--- src/rtl/spi_frame_pkg.sv ---
package spi_frame_pkg;

  localparam int unsigned BYTE_W = 8;

  typedef logic [BYTE_W-1:0] byte_t;

  // one serial step of a non-reflected CRC-8
  function automatic byte_t crc8_step(input byte_t crc, input logic bit_in,
                                      input byte_t poly);
    logic fb;
    fb = crc[BYTE_W-1] ^ bit_in;
    return {crc[BYTE_W-2:0], 1'b0} ^ (fb ? poly : '0);
  endfunction

endpackage

--- src/rtl/spi_frame_sync.sv ---
module spi_frame_sync #(
  parameter int unsigned STAGES = 2
) (
  input  logic clk,
  input  logic rst_n,
  input  logic sclk_in,
  input  logic cs_n_in,
  input  logic mosi_in,
  output logic rst_n_sync,
  output logic sclk_rise,
  output logic cs_fall,
  output logic cs_rise,
  output logic mosi_s
);

  localparam int unsigned LINES = 3;           // {mosi, cs_n, sclk}
  localparam logic [LINES-1:0] IDLE = 3'b010;

  logic [STAGES-1:0]  rst_chain_q;
  logic [LINES-1:0]   chain_q [STAGES];
  logic [LINES-1:0]   prev_q;
  logic [LINES-1:0]   line_s;

  always_ff @(posedge clk or negedge rst_n) begin
    if (!rst_n) rst_chain_q <= '0;
    else        rst_chain_q <= {rst_chain_q[STAGES-2:0], 1'b1};
  end
  assign rst_n_sync = rst_chain_q[STAGES-1];

  always_ff @(posedge clk or negedge rst_n_sync) begin
    if (!rst_n_sync) begin
      for (int s = 0; s < STAGES; s++) chain_q[s] <= IDLE;
      prev_q <= IDLE;
    end else begin
      chain_q[0] <= {mosi_in, cs_n_in, sclk_in};
      for (int s = 1; s < STAGES; s++) chain_q[s] <= chain_q[s-1];
      prev_q <= chain_q[STAGES-1];
    end
  end

  assign line_s    = chain_q[STAGES-1];
  assign sclk_rise = line_s[0] & ~prev_q[0];
  assign cs_fall   = ~line_s[1] & prev_q[1];
  assign cs_rise   = line_s[1] & ~prev_q[1];
  assign mosi_s    = line_s[2];

endmodule

--- src/rtl/spi_frame_crc8.sv ---
module spi_frame_crc8
  import spi_frame_pkg::*;
#(
  parameter byte_t POLY = 8'h07
) (
  input  logic  clk,
  input  logic  rst_n,
  input  logic  clr,
  input  logic  en,
  input  logic  bit_in,
  output logic  residue_zero
);

  byte_t crc_q, crc_d;

  always_comb begin
    crc_d = crc_q;
    if (clr)     crc_d = '0;
    else if (en) crc_d = crc8_step(crc_q, bit_in, POLY);
  end

  always_ff @(posedge clk or negedge rst_n) begin
    if (!rst_n) crc_q <= '0;
    else        crc_q <= crc_d;
  end

  // message followed by its own CRC leaves a zero remainder
  assign residue_zero = (crc_q == '0);

endmodule

--- src/rtl/spi_frame_collect.sv ---
module spi_frame_collect
  import spi_frame_pkg::*;
#(
  parameter int unsigned MAX_PAYLOAD = 16
) (
  input  logic                          clk,
  input  logic                          rst_n,
  input  logic                          cs_fall,
  input  logic                          cs_rise,
  input  logic                          sclk_rise,
  input  logic                          mosi,
  input  logic                          crc_ok,
  output logic                          bit_take,
  output logic                          close_ok,
  output logic                          close_bad,
  output byte_t                         stage_cmd,
  output byte_t                         stage_len,
  output logic [BYTE_W*MAX_PAYLOAD-1:0] stage_pay
);

  localparam int unsigned CNT_W = 8;
  localparam logic [CNT_W-1:0] CNT_MAX = '1;
  localparam logic [CNT_W:0]   OVERHEAD = 9'd3;

  logic             active_q, active_d;
  logic [2:0]       bit_q, bit_d;
  logic [CNT_W-1:0] cnt_q, cnt_d;
  logic [6:0]       shift_q, shift_d;
  byte_t            cmd_q, cmd_d, len_q, len_d;
  byte_t            pay_q [MAX_PAYLOAD];
  byte_t            pay_d [MAX_PAYLOAD];
  byte_t            byte_in;
  logic             len_bad, count_bad, align_bad, any_bad;

  assign bit_take = active_q & sclk_rise & ~cs_fall & ~cs_rise;
  assign byte_in  = {shift_q, mosi};

  always_comb begin
    active_d = active_q;
    bit_d    = bit_q;
    cnt_d    = cnt_q;
    shift_d  = shift_q;
    cmd_d    = cmd_q;
    len_d    = len_q;
    for (int i = 0; i < MAX_PAYLOAD; i++) pay_d[i] = pay_q[i];
    if (cs_fall) begin
      active_d = 1'b1;
      bit_d    = '0;
      cnt_d    = '0;
      shift_d  = '0;
      cmd_d    = '0;
      len_d    = '0;
    end else if (cs_rise) begin
      active_d = 1'b0;
    end else if (bit_take) begin
      bit_d   = bit_q + 3'd1;
      shift_d = byte_in[6:0];
      if (bit_q == 3'd7) begin
        if (cnt_q != CNT_MAX) cnt_d = cnt_q + 1'b1;
        if (cnt_q == 8'd0) cmd_d = byte_in;
        if (cnt_q == 8'd1) len_d = byte_in;
        for (int i = 0; i < MAX_PAYLOAD; i++)
          if (cnt_q == CNT_W'(i + 2)) pay_d[i] = byte_in;
      end
    end
  end

  always_ff @(posedge clk or negedge rst_n) begin
    if (!rst_n) begin
      active_q <= 1'b0;
      bit_q    <= '0;
      cnt_q    <= '0;
      shift_q  <= '0;
      cmd_q    <= '0;
      len_q    <= '0;
      for (int i = 0; i < MAX_PAYLOAD; i++) pay_q[i] <= '0;
    end else begin
      active_q <= active_d;
      bit_q    <= bit_d;
      cnt_q    <= cnt_d;
      shift_q  <= shift_d;
      cmd_q    <= cmd_d;
      len_q    <= len_d;
      for (int i = 0; i < MAX_PAYLOAD; i++) pay_q[i] <= pay_d[i];
    end
  end

  assign len_bad   = len_q > CNT_W'(MAX_PAYLOAD);
  assign count_bad = {1'b0, cnt_q} != ({1'b0, len_q} + OVERHEAD);
  assign align_bad = bit_q != 3'd0;
  assign any_bad   = len_bad | count_bad | align_bad | ~crc_ok;
  assign close_ok  = cs_rise & active_q & ~any_bad;
  assign close_bad = cs_rise & active_q & any_bad;

  assign stage_cmd = cmd_q;
  assign stage_len = len_q;
  for (genvar g = 0; g < MAX_PAYLOAD; g++) begin : g_flat
    assign stage_pay[BYTE_W*g +: BYTE_W] = pay_q[g];
  end

  // byte total never decreases within an open frame
  a_r6_count_monotonic: assert property (@(posedge clk) disable iff (!rst_n)
    (active_q && !cs_fall) |=> (cnt_q >= $past(cnt_q)));

  // a misaligned close is never accepted
  a_r4_aligned_accept: assert property (@(posedge clk) disable iff (!rst_n)
    close_ok |-> (bit_q == 3'd0));

endmodule

--- src/rtl/spi_frame_rx.sv ---
module spi_frame_rx
  import spi_frame_pkg::*;
#(
  parameter int unsigned MAX_PAYLOAD = 16,
  parameter int unsigned SYNC_STAGES = 2,
  parameter logic [7:0]  CRC_POLY    = 8'h07
) (
  input  logic                     clk,
  input  logic                     rst_n,
  input  logic                     spi_sclk,
  input  logic                     spi_cs_n,
  input  logic                     spi_mosi,
  output logic                     frame_valid,
  output logic                     frame_error,
  output logic [7:0]               frame_cmd,
  output logic [7:0]               frame_len,
  output logic [8*MAX_PAYLOAD-1:0] frame_payload
);

  localparam int unsigned PAY_W = BYTE_W * MAX_PAYLOAD;

  logic rst_ns, sclk_rise, cs_fall, cs_rise, mosi_s;
  logic bit_take, crc_ok, close_ok, close_bad;
  byte_t stage_cmd, stage_len;
  logic [PAY_W-1:0] stage_pay;

  logic valid_q, valid_d, error_q, error_d;
  byte_t cmd_q, cmd_d, len_q, len_d;
  logic [PAY_W-1:0] pay_q, pay_d;

  spi_frame_sync #(.STAGES(SYNC_STAGES)) sync_i (
    .clk(clk), .rst_n(rst_n), .sclk_in(spi_sclk), .cs_n_in(spi_cs_n),
    .mosi_in(spi_mosi), .rst_n_sync(rst_ns), .sclk_rise(sclk_rise),
    .cs_fall(cs_fall), .cs_rise(cs_rise), .mosi_s(mosi_s)
  );

  spi_frame_crc8 #(.POLY(CRC_POLY)) crc_i (
    .clk(clk), .rst_n(rst_ns), .clr(cs_fall), .en(bit_take),
    .bit_in(mosi_s), .residue_zero(crc_ok)
  );

  spi_frame_collect #(.MAX_PAYLOAD(MAX_PAYLOAD)) collect_i (
    .clk(clk), .rst_n(rst_ns), .cs_fall(cs_fall), .cs_rise(cs_rise),
    .sclk_rise(sclk_rise), .mosi(mosi_s), .crc_ok(crc_ok),
    .bit_take(bit_take), .close_ok(close_ok), .close_bad(close_bad),
    .stage_cmd(stage_cmd), .stage_len(stage_len), .stage_pay(stage_pay)
  );

  always_comb begin
    valid_d = close_ok;
    error_d = close_bad;
    cmd_d   = cmd_q;
    len_d   = len_q;
    pay_d   = pay_q;
    if (close_ok) begin
      cmd_d = stage_cmd;
      len_d = stage_len;
      pay_d = stage_pay;
    end
  end

  always_ff @(posedge clk or negedge rst_ns) begin
    if (!rst_ns) begin
      valid_q <= 1'b0;
      error_q <= 1'b0;
      cmd_q   <= '0;
      len_q   <= '0;
      pay_q   <= '0;
    end else begin
      valid_q <= valid_d;
      error_q <= error_d;
      cmd_q   <= cmd_d;
      len_q   <= len_d;
      pay_q   <= pay_d;
    end
  end

  assign frame_valid   = valid_q;
  assign frame_error   = error_q;
  assign frame_cmd     = cmd_q;
  assign frame_len     = len_q;
  assign frame_payload = pay_q;

  a_r7_exclusive: assert property (@(posedge clk) disable iff (!rst_ns)
    !(frame_valid && frame_error));

  a_r7_after_close: assert property (@(posedge clk) disable iff (!rst_ns)
    (frame_valid || frame_error) |-> $past(cs_rise));

  a_r7_single_cycle: assert property (@(posedge clk) disable iff (!rst_ns)
    (frame_valid || frame_error) |=> !(frame_valid || frame_error));

  a_r9_hold_fields: assert property (@(posedge clk) disable iff (!rst_ns)
    !frame_valid |-> ($stable(frame_cmd) && $stable(frame_len) && $stable(frame_payload)));

  a_r5_len_limit: assert property (@(posedge clk) disable iff (!rst_ns)
    frame_valid |-> (frame_len <= 8'(MAX_PAYLOAD)));

endmodule

--- config.mk ---
export PLATFORM = sky130hd
export DESIGN_NAME = spi_frame_rx
export DESIGN_NICKNAME = d
export VERILOG_FILES = /design/src/rtl/spi_frame_pkg.sv /design/src/rtl/spi_frame_sync.sv /design/src/rtl/spi_frame_crc8.sv /design/src/rtl/spi_frame_collect.sv /design/src/rtl/spi_frame_rx.sv
export SDC_FILE = /design/constraint.sdc
export NUM_CORES = 1
export LEC_CHECK = 0
export ABC_AREA = 1
export BUFFER_PORTS_ARGS = -buffer_cell sky130_fd_sc_hd__clkbuf_2
export CAP_MARGIN = 20
export CORE_MARGIN = 1.5
export CORE_UTILIZATION = 30
export DETAILED_ROUTE_END_ITERATION = 12
export PLACE_DENSITY = 0.52
export SYNTH_ARGS = -nofsm -noshare
export SYNTH_HDL_FRONTEND = slang
export SYNTH_SLANG_ARGS = --single-unit
--- constraint.sdc ---
create_clock -name clk -period 16.68 [get_ports clk]
set_input_delay 1.668 -clock clk [delete_from_list [all_inputs] [get_ports clk]]
set_output_delay 1.668 -clock clk [all_outputs]
set_load 0.05 [all_outputs]
==> impl_metrics.json, run 1 <==
{
  "status": "completed",
  "num_vias": 10100,
  "dr.pass1.iters": 5,
  "peakVddDrop_mv": 0.0623,
  "finalSetupViolations": 0,
  "drive_gt1_share_pct": 15.5,
  "synthToLayoutAreaGrowth_pct": 17.5,
  "place_hpwl_um": 23100,
  "dieArea_um2": 45900,
  "cts_setup_buffers": 0,
  "synthesis.instances": 1420,
  "io_pins": 151,
  "clockRootBuffer": "clkbuf_16",
  "drt_iter0_drc": 913,
  "clock_latency_ns": 0.53,
  "rsz0062_at_grt": "false",
  "clockBufferDepth": 3,
  "gr-total-overflow": 0,
  "drv_slew": 0,
  "cp.arrival_ns": 3.92,
  "synth-compound-area-share_pct": 5.46,
  "rows": 77,
  "grt_busiest_layer": "met2",
  "postSynthAreaPerCell_um2": 9.44,
  "ys.flop_type": "dfrtp_1",
  "gr-usage-met1_pct": 23.2,
  "seq_area_frac_synth_pct": 61.1,
  "wl_um": 37400,
  "core-area_um2": 44100,
  "syn-cell-area_um2": 13400,
  "synth_edf_count": 0,
  "synth_top_family_by_area": "simple AND/OR/NAND/NOR gates",
  "gp_congestion": 0.829,
  "cellInternalPower_uw": 1310,
  "placed_area_um2": 14500,
  "fmax_mhz": 288,
  "post-route-util_pct": 35.7,
  "hold_ws_ns": 0.342,
  "cp_max_fo": 91,
  "finalInstanceArea_um2": 15700,
  "drtAntennaViolNets": 0,
  "period_needed_ns": 3.47,
  "synth_simple_gate_area_share_pct": 23.2,
  "p_leak_uw": 0.00836,
  "grt_pass1_vias": 9703,
  "p_clk_share_pct": 44.1,
  "initial_utilization_pct": 30.4,
  "synth_top_area_cell": "dfrtp_1",
  "synth_cell_type_count": 29,
  "met3_usage_pct": 2.41,
  "io_buffers": 150,
  "fin_setup_tns_ns": 0,
  "avgRoutedWirePerCell_um": 17.4,
  "synth_most_common_cell": "nand2_1",
  "antenna_found_initial": 0,
  "cts_buffers": 36,
  "seq_area_um2": 8190,
  "antenna_cells": 0,
  "hp-class": "reg -> async",
  "finalCritPeriodShare_pct": 20.8,
  "synthAdderAreaFrac_pct": 1.03,
  "grt_usage_pct": 16.3,
  "viasPerCell": 4.72,
  "async_flop_share_pct": 100,
  "synthDominantCellAreaShare_pct": 60.5,
  "ys_ff_latch": 327,
  "yosys_warnings": 0,
  "drv_cap": 0,
  "cts_tree": "done",
  "grtUsageMet2_pct": 26.1,
  "nFillCells": 4577,
  "clock-sinks": 327,
  "die_x_um": 214,
  "p_total_uw": 1780,
  "hold_violations": 0,
  "htreeDepth": 2,
  "crit_type": "reg -> reg",
  "clkSlewWorstSetupHoldPaths_ns": 0.06,
  "grt_max_degree": 99,
  "die_y_um": 214,
  "nNetsFinal": 1546,
  "cp.required_ns": 17.13,
  "p_sw_share_pct": 26.2,
  "postCtsHoldBufs": 0,
  "worst_pin_slew_ns": 1.04,
  "synth_area_leaders": "dfrtp_1 (60%), nand2_1 (14%), nand4_1 (6.7%)",
  "synth_common_cells": "nand2_1 (487), dfrtp_1 (324), nand4_1 (144)",
  "slew_headroom_pct": 31.0,
  "switchingPower_uw": 466,
  "cts-resized-gates": 0,
  "seqPwrFrac_pct": 47.0,
  "powerDensity_nw_per_um2": 113,
  "comb_power_share_pct": 9.0,
  "synth_mux_area_share_pct": 2.39,
  "grt_pass1_wl_um": 59100,
  "postSynthNetCount": 1436,
  "synth_xor_area_share_pct": 0.523,
  "end_kind": "flop",
  "finClkSkew_ns": 0.0179,
  "drc": 0,
  "cp-start-kind": "flop",
  "multi_input_area_um2": 4390
}
==> area by class of cell <==
type	instances	area share [%]
well taps	592	4.70
clock inverters	4	0.373
flip-flops and latches	327	52.0
repair buffers	162	5.59
clock buffers	56	7.04
inverters	101	2.42
multi-input cells	902	27.9
==> state kept, by name, summed over array words and instances, names as in the netlist, 7 cells and up <==
register,flops
collect_i.stage_cmd,8
frame_payload,128
frame_len,8
frame_cmd,8
collect_i.shift_q,7
collect_i.cnt_q,8
collect_i.stage_pay,128
collect_i.stage_len,8
crc_i.crc_q,8
==> power groups by stage <==
stage	logic [uW]	clock network, uW	registers (uW)
2_1_floorplan	99.9	0	853
5_1_grt	177	837	837
6_report	159	783	835
3_5_place_dp	158	0	849
4_1_cts	159	806	835
3_3_place_gp	157	0	850
==> final timing paths <==
path	endpoint	start	slack [ns]	cells past startpoint
max	frame_payload[105]$_DFFE_PN0P_	collect_i.stage_len[0]$_DFFE_PN0P_	13.21	13
min	frame_payload[65]$_DFFE_PN0P_	sync_i.rst_chain_q[1]$_DFF_PN0_	0.34	0
max reg2reg	frame_payload[105]$_DFFE_PN0P_	collect_i.stage_len[0]$_DFFE_PN0P_	13.21	13
min reg2reg	frame_payload[65]$_DFFE_PN0P_	sync_i.rst_chain_q[1]$_DFF_PN0_	0.34	0
max in group asynchronous	frame_payload[11]$_DFFE_PN0P_	sync_i.rst_chain_q[1]$_DFF_PN0_	14.12	2
min in group clk	sync_i.line_s[0]$_DFF_PN0_	sync_i.chain_q[3]$_DFF_PN0_	0.35	0
==> placed cells by master (no fill, tap or decap), drive strengths merged, types with 3 or more instances in the layout <==
| cell | Yosys | layout |
|---|---|---|
| ha | 11 | 11 |
| nand4 | 144 | 144 |
| o22ai | 6 | 6 |
| a21oi | 3 | 3 |
| dfstp | 3 | 3 |
| nor2 | 38 | 38 |
| inv | 101 | 101 |
| o21ai | 135 | 135 |
| nand2 | 489 | 489 |
| mux2i | 32 | 32 |
| nor3 | 7 | 7 |
| buf | 44 | 12 |
| or2 | 3 | 3 |
| clkbuf | 46 | 206 |
| dfrtp | 324 | 324 |
| nand3 | 24 | 24 |
| xor2 | 6 | 6 |
==> worst max-delay path, stage by stage, from the launching register on <==
cell     delay [ns]
dfrtp_1        0.47
inv_1          0.13
ha_1           0.32
nand2_1        0.08
nand2_1        0.05
nor2_1         0.14
nand2_1        0.07
nor2_1         0.12
nand3_1        0.13
nor2_4         0.09
buf_4          0.49
buf_4          0.83
nand4_1        0.23
nand2_1        0.14
==> per-layer routing <==
metal  wire length, um  vias up
met2             17700      206
li1                  -     4877
met3              1490       33
met1             17600     5013
met4               564        0
met5                 0        -
==> cells by family after synthesis <==
group,after synthesis
AND/OR/NAND/NOR,706
flip-flops,327
buffers and inverters,191
AO/OA/AOI/OAI,144
multiplexers,32
adder cells (fa/ha/maj),11
XOR/XNOR,8
other,1
==> stage by stage <==
stage | worst slack [ns] | instances
6_report | 13.21 | 2144
5_1_grt | 12.88 | 2144
4_1_cts | 13.20 | 2142
3_5_place_dp | 13.21 | 2082
3_3_place_gp | 13.29 | 2082
2_1_floorplan | 6.90 | 1420
(Power assumes the default switching activity.)
==> run 2: changes to the inputs <==
--- a/config.mk
+++ b/config.mk
@@ -5,13 +5,13 @@
 export SDC_FILE = /design/constraint.sdc
 export NUM_CORES = 1
 export LEC_CHECK = 0
-export ABC_AREA = 1
+export ABC_AREA = 0
 export BUFFER_PORTS_ARGS = -buffer_cell sky130_fd_sc_hd__clkbuf_2
 export CAP_MARGIN = 20
 export CORE_MARGIN = 1.5
 export CORE_UTILIZATION = 30
 export DETAILED_ROUTE_END_ITERATION = 12
-export PLACE_DENSITY = 0.52
+export PLACE_DENSITY = 0.53
 export SYNTH_ARGS = -nofsm -noshare
 export SYNTH_HDL_FRONTEND = slang
 export SYNTH_SLANG_ARGS = --single-unit
==> constraint.sdc (replaced) <==
create_clock -name clk -period 3.45 [get_ports clk]
set_input_delay 0.345 -clock clk [delete_from_list [all_inputs] [get_ports clk]]
set_output_delay 0.345 -clock clk [all_outputs]
set_load 0.05 [all_outputs]
==> run 2 against run 1 <==
Worst setup slack lost 13 ns. Worst hold slack lost 0.22 ns. Sequential power grew to 4.9 times the previous value. Routed wire length shrank 21%. Sequential share of layout area grew 0.86 points. Critical endpoint is now frame_payload[35]$_DFFE_PN0P_. Cell area shrank 1.6%. Final cell count shrank 26%. Critical path type unchanged.
==> impl_metrics.json, run 2 <==
{
  "gr-total-overflow": 0,
  "synthToLayoutAreaGrowth_pct": 20.8,
  "antenna_cells": 0,
  "clock-sinks": 327,
  "synth_edf_count": 0,
  "postCtsHoldBufs": 4,
  "synth-compound-area-share_pct": 2.28,
  "rows": 75,
  "dp_cells": 1511,
  "seq_area_um2": 8190,
  "num_vias": 7352,
  "grt_max_degree": 87,
  "drive_gt1_share_pct": 44.5,
  "io_buffers": 150,
  "htreeDepth": 2,
  "grt_usage_pct": 14.0,
  "ys.flop_type": "dfrtp_1",
  "viasPerCell": 4.66,
  "p_sw_share_pct": 23.4,
  "clockRootBuffer": "clkbuf_16",
  "slowest_stage": "dfrtp_1",
  "wl_um": 29500,
  "synth_top_family_by_area": "multiplexers",
  "initial_utilization_pct": 30.5,
  "clock_latency_ns": 0.54,
  "switchingPower_uw": 1950,
  "cts_setup_buffers": 0,
  "pre_cts_slack_ns": 0.541,
  "seq_area_frac_synth_pct": 63.8,
  "cp.required_ns": 3.86,
  "peakVddDrop_mv": 0.291,
  "core-area_um2": 42000,
  "cts_tree": "done",
  "postSynthAreaPerCell_um2": 15.1,
  "postSynthNetCount": 864,
  "place_hpwl_um": 19000,
  "slew_headroom_pct": 30.7,
  "antenna_found_initial": 1,
  "synth_mux_area_share_pct": 25.1,
  "fin_setup_tns_ns": 0,
  "clockBufferDepth": 3,
  "synthAdderAreaFrac_pct": 1.07,
  "drv_slew": 0,
  "finalSetupViolations": 0,
  "final_common_cell": "dfrtp_1",
  "synth_xor_area_share_pct": 0.751,
  "nNetsFinal": 1033,
  "synth_cell_type_count": 49,
  "synth_common_cells": "dfrtp_1 (324), mux2_2 (226), mux2_1 (59)",
  "p_clk_share_pct": 46.5,
  "io_pins": 151,
  "nFillCells": 4048,
  "seqPwrFrac_pct": 48.6,
  "die_y_um": 210,
  "period_needed_ns": 2.89,
  "crit_chain": "inv_1, ha_1, xnor2_1, a211oi_1, nand4_1, nor4_4, buf_12, mux2_2",
  "cp-start-kind": "flop",
  "fin_cells": 1579,
  "cts_buffers": 39,
  "synth_most_common_cell": "dfrtp_1",
  "drv_cap": 0,
  "cts-resized-gates": 0,
  "end_kind": "flop",
  "finClkSkew_ns": 0.0163,
  "syn-cell-area_um2": 12800,
  "finalCritPeriodShare_pct": 83.9,
  "yosys_warnings": 0,
  "cellInternalPower_uw": 6370,
  "clkSlewWorstSetupHoldPaths_ns": 0.06,
  "dieArea_um2": 44000,
  "synthDominantCellAreaShare_pct": 63.2,
  "comb_power_share_pct": 4.8,
  "grt_pass1_wl_um": 47200,
  "status": "completed",
  "multi_input_area_um2": 4390,
  "crit_type": "reg -> reg",
  "layout_common_cells": "dfrtp_1 (323), mux2_2 (226), clkbuf_2 (150)",
  "fmax_mhz": 345,
  "drtAntennaViolNets": 0,
  "dr.pass1.iters": 4,
  "die_x_um": 210,
  "rsz0062_at_grt": "false",
  "gp_congestion": 0.743,
  "ys_ff_latch": 327,
  "powerDensity_nw_per_um2": 537,
  "avgRoutedWirePerCell_um": 18.7,
  "placed_area_um2": 14200,
  "worst_slack_ns": 0.555,
  "cp.arrival_ns": 3.31,
  "slowest_delay_ns": 0.45,
  "synth_simple_gate_area_share_pct": 5.02,
  "synth_area_leaders": "dfrtp_1 (63%), mux2_2 (20%), mux2_1 (5.2%)",
  "worst_pin_slew_ns": 1.04,
  "finalInstanceArea_um2": 15500,
  "drt_iter0_drc": 332,
  "cp_max_fo": 73,
  "hp-class": "in -> async",
  "synthesis.instances": 848,
  "drc": 0,
  "synth_top_area_cell": "dfrtp_1",
  "hold_violations": 0,
  "async_flop_share_pct": 100,
  "p_leak_uw": 0.00805,
  "grt_pass1_vias": 7795
}
[run 2: cell count changes after synthesis, moves of 7 or more]
cell and delta:
mux2_2 +226, buf_2 -15, nand4_1 -138, mux2i_1 -31
clkbuf_1 -26, nand3_1 -18, inv_1 -81, nor2_1 -17
nand2_1 -446, inv_2 -7, mux2_1 +59, o21ai_0 -122
nor2b_1 +14
[run 2: path summary, 6_finish.rpt]
check                                                   start                             endpoint  slack, ns  cells past startpoint
setup / recovery           collect_i.stage_len[0]$_DFFE_PN0P_        frame_payload[35]$_DFFE_PN0P_       0.56                      8
hold / removal                                          rst_n      sync_i.rst_chain_q[1]$_DFF_PN0_       0.12                      2
setup reg to reg           collect_i.stage_len[0]$_DFFE_PN0P_        frame_payload[35]$_DFFE_PN0P_       0.56                      8
hold reg to reg               sync_i.rst_chain_q[1]$_DFF_PN0_        frame_payload[59]$_DFFE_PN0P_       0.33                      0
max in group asynchronous     sync_i.rst_chain_q[1]$_DFF_PN0_  collect_i.stage_pay[97]$_DFFE_PN0P_       2.24                      1
min in group clk              sync_i.rst_chain_q[0]$_DFF_PN0_      sync_i.rst_chain_q[1]$_DFF_PN0_       0.35                      0
[run 2: through the flow]
stage	total power (uW)	hold slack [ns]	utilization [%]
2_1_floorplan	4310	0.0494	-
5_1_grt	8690	0.112	36.9
6_report	8320	0.122	36.9
4_1_cts	8500	0.0803	36.9
3_3_place_gp	4530	0.136	33.9
3_5_place_dp	4530	0.134	33.9
[run 2: critical path, delay by kind of cell (launching register included)]
family          cells  cell delay (ns)
compound gates      1             0.25
xor+xnor            1             0.12
fa+ha+maj           1             0.31
buf+inv             2             0.48
flops               1             0.45
mux                 1             0.39
simple gates        2             0.68
[run 2: layout make-up]
| class | count | share of cell area, % |
|---|---|---|
| tap | 539 | 4.35 |
| sequential | 327 | 52.9 |
| clock inverter | 8 | 0.331 |
| multi-input combinational | 466 | 28.4 |
| timing repair buffer | 170 | 6.28 |
| clock buffer | 56 | 7.50 |
| inverter | 13 | 0.315 |
[run 2: power by group through the flow]
stage               clock (uW)  sequential (uW)  combinational (uW)
floorplan                    0             4090                 226
global route              4170             4070                 457
finish                    3870             4050                 400
detailed placement           0             4120                 409
global placement             0             4120                 405
CTS                       4030             4050                 415
[run 2: logic make-up (layout without fill, tap and decap cells)]
family | after synthesis | after routing
DFF | 327 | 327
muxes | 286 | 286
and+or+nand+nor | 114 | 114
buffers and inverters | 55 | 247
AOI/OAI and AO/OA | 43 | 43
adders and majority gates | 11 | 11
xor gates and xnor gates | 11 | 11
other | 1 | 1
[run 2: per-layer routing]
layer  global-route usage, %  up-vias  routed length [um]
met3                    3.80       58                1690
li1                        -     3328                   -
met2                    20.8      160               12700
met4                    5.14        0                 825
met5                       0        -                   0
met1                    19.5     3806               14300
